`src/rtl/irq_vec_pkg.sv`:
```
package irq_vec_pkg;
  localparam int BUS_AW = 5;
  localparam int BUS_DW = 32;

  typedef enum logic [2:0] {
    SLOT_STATUS = 3'd0,
    SLOT_PEND   = 3'd1,
    SLOT_EN     = 3'd2,
    SLOT_ACK    = 3'd3,
    SLOT_SETEN  = 3'd4,
    SLOT_CLREN  = 3'd5,
    SLOT_VEC    = 3'd6,
    SLOT_MASTER = 3'd7
  } reg_slot_e;

  localparam logic [BUS_DW-1:0] NO_VECTOR = '1;
endpackage

```
`src/rtl/irq_capture.sv`:
```
module irq_capture #(
  parameter int          NUM_IN    = 32,
  parameter logic [31:0] KIND_MASK = '0
) (
  input  logic              clk,
  input  logic              rst_n,
  input  logic [NUM_IN-1:0] irq_in,
  input  logic [NUM_IN-1:0] clr_bits,
  output logic [NUM_IN-1:0] status
);
  logic [NUM_IN-1:0] set_bits;

  for (genvar i = 0; i < NUM_IN; i++) begin : g_line
    if (KIND_MASK[i]) begin : g_edge
      logic last_q;
      always_ff @(posedge clk or negedge rst_n) begin
        if (!rst_n) last_q <= 1'b0;
        else        last_q <= irq_in[i];
      end
      assign set_bits[i] = irq_in[i] & ~last_q;
    end else begin : g_level
      assign set_bits[i] = irq_in[i];
    end

    always_ff @(posedge clk or negedge rst_n) begin
      if (!rst_n)           status[i] <= 1'b0;
      else if (set_bits[i]) status[i] <= 1'b1;
      else if (clr_bits[i]) status[i] <= 1'b0;
    end
  end
endmodule

```
`src/rtl/irq_prio_enc.sv`:
```
module irq_prio_enc #(
  parameter int NUM_IN = 32,
  localparam int IDX_W = (NUM_IN > 1) ? $clog2(NUM_IN) : 1
) (
  input  logic [NUM_IN-1:0] pend,
  output logic              found,
  output logic [IDX_W-1:0]  idx
);
  always_comb begin
    found = 1'b0;
    idx   = '0;
    for (int i = NUM_IN - 1; i >= 0; i--) begin
      if (pend[i]) begin
        found = 1'b1;
        idx   = IDX_W'(i);
      end
    end
  end
endmodule

```
`src/rtl/irq_regfile.sv`:
```
module irq_regfile
  import irq_vec_pkg::*;
#(
  parameter int NUM_IN = 32
) (
  input  logic              clk,
  input  logic              rst_n,
  input  logic              wr_stb,
  input  reg_slot_e         slot,
  input  logic [NUM_IN-1:0] wbits,
  input  logic [1:0]        wmst,
  output logic [NUM_IN-1:0] enable,
  output logic [1:0]        master
);
  always_ff @(posedge clk or negedge rst_n) begin
    if (!rst_n) begin
      enable <= '0;
      master <= 2'b00;
    end else if (wr_stb) begin
      unique case (slot)
        SLOT_EN:     enable <= wbits;
        SLOT_SETEN:  enable <= enable | wbits;
        SLOT_CLREN:  enable <= enable & ~wbits;
        SLOT_MASTER: master <= wmst;
        default: ;
      endcase
    end
  end
endmodule

```
`src/rtl/irq_vec_ctrl.sv`:
```
module irq_vec_ctrl
  import irq_vec_pkg::*;
#(
  parameter int          NUM_IN    = 32,
  parameter logic [31:0] KIND_MASK = 32'h0000_0000,
  localparam int         IDX_W     = (NUM_IN > 1) ? $clog2(NUM_IN) : 1
) (
  input  logic              clk,
  input  logic              rst_n,
  input  logic [NUM_IN-1:0] irq_in,
  input  logic              bus_req,
  input  logic              bus_we,
  input  logic [BUS_AW-1:0] bus_addr,
  input  logic [BUS_DW-1:0] bus_wdata,
  output logic [BUS_DW-1:0] bus_rdata,
  output logic              irq_out
);
  reg_slot_e         slot;
  logic              wr_stb;
  logic [NUM_IN-1:0] ack_bits;
  logic [NUM_IN-1:0] cap_status;
  logic [NUM_IN-1:0] en_q;
  logic [1:0]        mst_q;
  logic [NUM_IN-1:0] pend;
  logic              any_pend;
  logic [IDX_W-1:0]  win_idx;
  logic [BUS_DW-1:0] stat_w, pend_w, en_w, rd_mux;

  assign slot     = reg_slot_e'(bus_addr[4:2]);
  assign wr_stb   = bus_req & bus_we;
  assign ack_bits = (wr_stb && slot == SLOT_ACK) ? bus_wdata[NUM_IN-1:0] : '0;

  irq_capture #(.NUM_IN(NUM_IN), .KIND_MASK(KIND_MASK)) u_cap (
    .clk(clk), .rst_n(rst_n), .irq_in(irq_in),
    .clr_bits(ack_bits), .status(cap_status)
  );

  irq_regfile #(.NUM_IN(NUM_IN)) u_regs (
    .clk(clk), .rst_n(rst_n), .wr_stb(wr_stb), .slot(slot),
    .wbits(bus_wdata[NUM_IN-1:0]), .wmst(bus_wdata[1:0]),
    .enable(en_q), .master(mst_q)
  );

  assign pend = cap_status & en_q;

  irq_prio_enc #(.NUM_IN(NUM_IN)) u_enc (
    .pend(pend), .found(any_pend), .idx(win_idx)
  );

  assign irq_out = any_pend & mst_q[0] & mst_q[1];

  always_comb begin
    stat_w = '0; stat_w[NUM_IN-1:0] = cap_status;
    pend_w = '0; pend_w[NUM_IN-1:0] = pend;
    en_w   = '0; en_w[NUM_IN-1:0]   = en_q;
    unique case (slot)
      SLOT_STATUS: rd_mux = stat_w;
      SLOT_PEND:   rd_mux = pend_w;
      SLOT_EN:     rd_mux = en_w;
      SLOT_VEC:    rd_mux = any_pend ? {{(BUS_DW-IDX_W){1'b0}}, win_idx} : NO_VECTOR;
      SLOT_MASTER: rd_mux = {{(BUS_DW-2){1'b0}}, mst_q};
      default:     rd_mux = '0;
    endcase
  end

  always_ff @(posedge clk or negedge rst_n) begin
    if (!rst_n)                bus_rdata <= '0;
    else if (bus_req && !bus_we) bus_rdata <= rd_mux;
  end
endmodule

```
`config.mk`:
```
export PLATFORM = sky130hd
export DESIGN_NAME = irq_vec_ctrl
export DESIGN_NICKNAME = d
export VERILOG_FILES = /design/src/rtl/irq_vec_pkg.sv /design/src/rtl/irq_capture.sv /design/src/rtl/irq_prio_enc.sv /design/src/rtl/irq_regfile.sv /design/src/rtl/irq_vec_ctrl.sv
export SDC_FILE = /design/constraint.sdc
export NUM_CORES = 1
export LEC_CHECK = 0
export ABC_CLOCK_PERIOD_IN_PS = 4100
export BUFFER_PORTS_ARGS = -buffer_cell sky130_fd_sc_hd__buf_2
export CAP_MARGIN = 20
export CORE_UTILIZATION = 61
export CTS_CLUSTER_SIZE = 16
export DETAILED_ROUTE_END_ITERATION = 10
export HOLD_SLACK_MARGIN = 0.08
export PLACE_DENSITY = 0.91
export SLEW_MARGIN = 25
export SYNTH_ARGS = -nofsm -noshare
export SYNTH_HDL_FRONTEND = slang
export SYNTH_HIERARCHICAL = 1
export SYNTH_SLANG_ARGS = --single-unit
```
`constraint.sdc`:
```
create_clock -name clk -period 4.1 [get_ports clk]
set_input_delay 1.23 -clock clk [delete_from_list [all_inputs] [get_ports clk]]
set_output_delay 1.23 -clock clk [all_outputs]
set_load 0.02 [all_outputs]
```
# [Word level (Yosys, flattened, before mapping)]
# Index checks and enable logic that the tools add are counted.
[word_totals] regBits=98 input_bits=73 output_inout_bits=33 wordCells=220
[classes] n_eq_ne=7 mux=132 bitwise_logic=7 reduce_logical=39
[op_table] operator="$mux W5" n=32
[op_table] operator="$pmux W32 S5" n=1
[op_table] operator="$mux W1" n=96
[op_table] operator="$pmux W32 S3" n=1
[op_table] operator="$and A32 B32 Y32" n=2
[op_table] operator="$mux W32" n=2
[op_table] operator="$reduce_bool A2 Y1" n=32
[op_table] operator="$not A32 Y32" n=1
[op_table] operator="$or A32 B32 Y32" n=1
[op_table] operator="$eq A3 B3 Y1 const B" n=4
[op_table] operator="$eq A3 B2 Y1 const B" n=2
[op_table] operator="$reduce_and A2 Y1" n=2
[op_table] operator="$and A1 B1 Y1" n=3
[op_table] operator="$eq A3 B1 Y1 const B" n=1
[op_table] operator="$logic_not A3 Y1" n=1
[op_table] operator="$reduce_bool A3 Y1" n=1
[op_table] operator="$logic_and A1 B1 Y1" n=2
[op_table] operator="$logic_not A1 Y1" n=1

# [Logic depth before layout (Yosys ltp)]
[depth] ltp_word=35 mapped_depth=10 depth_no_buf=10

# [By module]
# The synthesis kept the hierarchy.
[modules_own_cells] module="irq_vec_ctrl" n_inst=1 cells_each=287 area_each_um2=2486.1 seq_area_each_um2=800.8
[modules_own_cells] module="irq_regfile" n_inst=1 cells_each=227 area_each_um2=2098.3 seq_area_each_um2=850.8
[modules_own_cells] module="irq_capture" n_inst=1 cells_each=96 area_each_um2=1161.1 seq_area_each_um2=800.8
[modules_own_cells] module="irq_prio_enc" n_inst=1 cells_each=65 area_each_um2=370.4 seq_area_each_um2=0.0

# [Worst setup path before layout]
# Ideal clock, no wire load.
[synth_path] kind="reg2out" from="reg u_regs.enable[20]" to="out irq_out" t_arrival_ns=1.754 required_time_ns=2.870 path_slack_ns=1.116 path_stages_with_launch=7 path_buffers=1 path_cell_list="dfrtp_1 -> and2_1 -> or4_4 -> nor3_1 -> nand3b_1 -> clkbuf_2 -> and3_1"
[synth_via] elab_chain_len=24
[synth_rtl] item="from (decl)" line_no="irq_regfile.sv:12" source="output logic [NUM_IN-1:0] enable,"
[synth_rtl] item="from (signal assigned)" line_no="irq_regfile.sv:21" source="SLOT_EN: enable <= wbits;"
[synth_rtl] item="from (signal assigned)" line_no="irq_regfile.sv:22" source="SLOT_SETEN: enable <= enable | wbits;"
[synth_rtl] item="from (signal assigned)" line_no="irq_regfile.sv:23" source="SLOT_CLREN: enable <= enable & ~wbits;"
[synth_rtl] item="$and A32 B32 Y32" line_no="irq_vec_ctrl.sv:44" source="assign pend = cap_status & en_q;"
[synth_rtl] item="via pend[20]" line_no="irq_vec_ctrl.sv:24" source="logic [NUM_IN-1:0] pend;"
[synth_rtl] item="$mux W1 (21 in series)" line_no="irq_prio_enc.sv:13" source="if (pend[i]) begin"
[synth_rtl] item="via any_pend" line_no="irq_vec_ctrl.sv:25" source="logic any_pend;"
[synth_rtl] item="$and A1 B1 Y1 (2 in series)" line_no="irq_vec_ctrl.sv:50" source="assign irq_out = any_pend & mst_q[0] & mst_q[1];"
[synth_rtl] item="to (decl)" line_no="irq_vec_ctrl.sv:16" source="output logic irq_out"
# The timed path passes the listed nets, and every way through them passes these cells.

# [Worst setup path after layout]
[layout_path] from="reg u_regs.enable[6]" to="out irq_out"
[layout_via] elab_chain_len=10
[layout_rtl] item="$and A32 B32 Y32" line_no="irq_vec_ctrl.sv:44"
[layout_rtl] item="via pend[6]" line_no="irq_vec_ctrl.sv:24"
[layout_rtl] item="$mux W1 (7 in series)" line_no="irq_prio_enc.sv:13"
[layout_rtl] item="via any_pend" line_no="irq_vec_ctrl.sv:25"
[layout_rtl] item="$and A1 B1 Y1 (2 in series)" line_no="irq_vec_ctrl.sv:50"
# The timed path passes the listed nets, and every way through them passes these cells.

==> impl_metrics.csv <==
group,metric,value,unit
cts,cts_root_buffer,"clkbuf_8",
sta,slew_viol_final,0,
detailed_routing,ant_nets,0,
placement,gp_congestion,0.980,
yosys,synth_nets,748,
placement,dp.cells,871,
sta,layout_min_cycle_time,3690,ps
cells_and_area,final_net_count,822,
cts,numCtsBuffers,9,
worst_setup_path,path_delay_family,"simple AND/OR/NAND/NOR gates",
worst_setup_path,arrival,2460,ps
flow_run,max-cap-violations,0,
yosys,synth_seq_cells,98,
cells_and_area,n_antenna_cell,0,
floorplan,io_pins,106,
cts,post-cts-setup-buffers,0,
pwr,leakage,0.00293,uW
sta,fin_setup_tns,0,ps
grt,antenna_found_initial,1,
detailed_routing,viasPerCell,6.66,
sta,hold_viol_final,0,
cts,clock_sinks,98,
worst_setup_path,crit_buf_inv,1,
yosys,async_flop_share,1.00,
floorplan,die_w,102,um
detailed_routing,drtPass1Iterations,5,
cells_and_area,finalNonFillerCells,887,
grt,first_global_vias,5459,
pwr,peakVddDrop,0.158,mV
worst_setup_path,critPathLaunchType,"flop",
sta,setup_violations,0,
sta,post-route-period-util,0.899,
yosys,synthCells,675,
grt,grt_use_total,0.334,
grt,grt_max_degree,54,
yosys,ys_warn_count,6,
placement,io_buffers,103,
cts,insertion_delay,370,ps
yosys,synth-edff-count,0,
cts,ctsResizeCount,0,
pwr,power_density,333,nW/um2
grt,overflow,0,
sta,worst_pin_slew,784,ps
detailed_routing,drtIter0Drc,684,
worst_setup_path,cp.required,2870,ps
sta,skew,7.25,ps
floorplan,num_rows,36,
cells_and_area,final_cell_mix,"buf_2 (102), dfrtp_1 (98), a21oi_1 (77), and2_1 (65), nor2_1 (52)",
cells_and_area,final_common_cell,"buf_2",
cts,clockBufferDepth,2,
worst_hold_path,hold_class,"flop to flop",
placement,place_hpwl,11500,um
grt,grt_pass1_wl,26600,um
yosys,synthFlopType,"dfrtp_1",
cts,cts_tree,"done",
yosys,synthDistinctLibCells,54,
yosys,synth_area_per_cell,9.06,um2
floorplan,coreArea,9730,um2
sta,rsz0062_at_grt,"no",
worst_setup_path,slowest_delay,570,ps
yosys,yosysSeqAreaShare,0.401,
sta,slew-limit-headroom,0.475,
outcome,status,"completed",
cells_and_area,areaGrowthSynthToFinish,10.9,%
worst_setup_path,critical_path.slowest_cell,"nor4_1",
floorplan,die_area,10400,um2
cells_and_area,fillCellCount,747,
floorplan,initial_core_util,0.629,
cells_and_area,drive_gt1_frac,0.188,
detailed_routing,num_vias,5910,
detailed_routing,drt-total-wl,16800,um
worst_setup_path,cp_cell_sequence,"and2_1 -> nor4_1 -> nand3_1 -> nand3b_1 -> and3_1 -> buf_2",
floorplan,die_y,102,um
yosys,syn_area,6120,um2
detailed_routing,drc,0,
detailed_routing,avgRoutedWirePerCell,18.9,um
cts,cts.htree.levels,3,
worst_setup_path,end_kind,"output pin",
sta,max_freq,271,MHz
worst_setup_path,crit_type,"flop to output pin",
cts,hold_buffers,0,
worst_setup_path,crit_fanout,6,
cts,clk_pin_slew,90,ps
==> logic make-up after synthesis <==
group / after synthesis / share of synthesized area
AO/OA/AOI/OAI: 280 / 0.328
AND/OR/NAND/NOR: 195 / 0.176
flip-flops: 98 / 0.401
buffers and inverters: 96 / 0.0841
multiplexers: 6 / 0.0102
==> cell type report <==
cell class | instances | area, um2 | area share
Clock inverter | 4 | 75.1 | 0.0111
Sequential cell | 98 | 2450 | 0.362
Inverter | 43 | 161 | 0.0238
Timing Repair Buffer | 116 | 628 | 0.0926
Multi-Input combinational cell | 481 | 3150 | 0.465
Tap cell | 133 | 166 | 0.0245
Clock buffer | 12 | 145 | 0.0214
==> final timing paths <==
kind / startpoint / endpoint / slack [ps] / depth (start not counted)
setup / recovery: u_regs/enable[6] / irq_out / 410 / 6
hold reg to reg: bus_rdata[10] / bus_rdata[10] / 510 / 1
setup reg to reg: u_regs/enable[6] / bus_rdata[21] / 1100 / 8
max in group asynchronous: rst_n / u_regs/enable[9] / 2550 / 2
min in group asynchronous: rst_n / u_regs/enable[24] / 860 / 1
hold / removal: bus_rdata[10] / bus_rdata[10] / 510 / 1
==> worst register-to-register path, delay by kind of cell, from the launching register on <==
family          cells  cell delay, ps
simple gates        5            1810
compound gates      2             480
flops               1             450
buf+inv             1             200
==> registers in the layout, indices dropped and copies added, names as in the netlist <==
name / count
bus_rdata: 32
u_cap/status: 32
u_regs/enable: 32
u_regs/master: 2
==> report_power, final <==
| group | internal [uW] | switching [uW] | total (uW) |
|---|---|---|---|
| logic | 203 | 301 | 504 |
| clock network | 361 | 334 | 695 |
| registers | 1020 | 41.6 | 1060 |
==> metrics by stage <==
stage          cell area [um2]  setup WS (ps)  total power, uW  hold WS, ps   util
2_1_floorplan             6120           1120             1390          463      -
3_3_place_gp              6560            783             1540          485  0.674
3_5_place_dp              6560            610             1560          486  0.674
4_1_cts                   6780            519             2250          507  0.697
5_1_grt                   6780            305             2360          523  0.697
6_report                  6780            414             2260          505  0.697
==> synthesized netlist by cell type, drive strengths merged (2+ instances only) <==
library cell,instances,share of area
or4,2,0.0031
o21ai,31,0.025
dlygate4sd1,3,0.0043
o31ai,2,0.0025
nor4,5,0.0051
a2111oi,2,0.0029
inv,43,0.026
o221ai,32,0.047
nand3,3,0.0025
and2,67,0.069
a32oi,22,0.032
o311ai,2,0.0029
mux2i,4,0.0065
buf,23,0.036
o32ai,2,0.0029
and3,2,0.0020
a32o,2,0.0033
o22ai,2,0.0020
nand3b,3,0.0043
a22o,32,0.046
a22oi,2,0.0025
nand2,13,0.0080
nor2b,3,0.0031
nor2,52,0.032
a21oi,77,0.063
nor3b,2,0.0025
nor3,10,0.0082
a221oi,2,0.0039
dfrtp,98,0.40
clkbuf,27,0.017
nand2b,27,0.028
a21o,32,0.039
mux2,2,0.0037
and2b,3,0.0039
a211o,34,0.049
==> per-layer routing <==
| layer | up-vias | part of all wire | track usage |
|---|---|---|---|
| li1 | 2635 | - | - |
| met1 | 2794 | 0.40 | 0.442 |
| met2 | 413 | 0.46 | 0.519 |
| met3 | 68 | 0.11 | 0.0711 |
| met4 | 0 | 0.033 | 0.169 |
| met5 | - | 0 | 0 |
(Power assumes the default switching activity.)
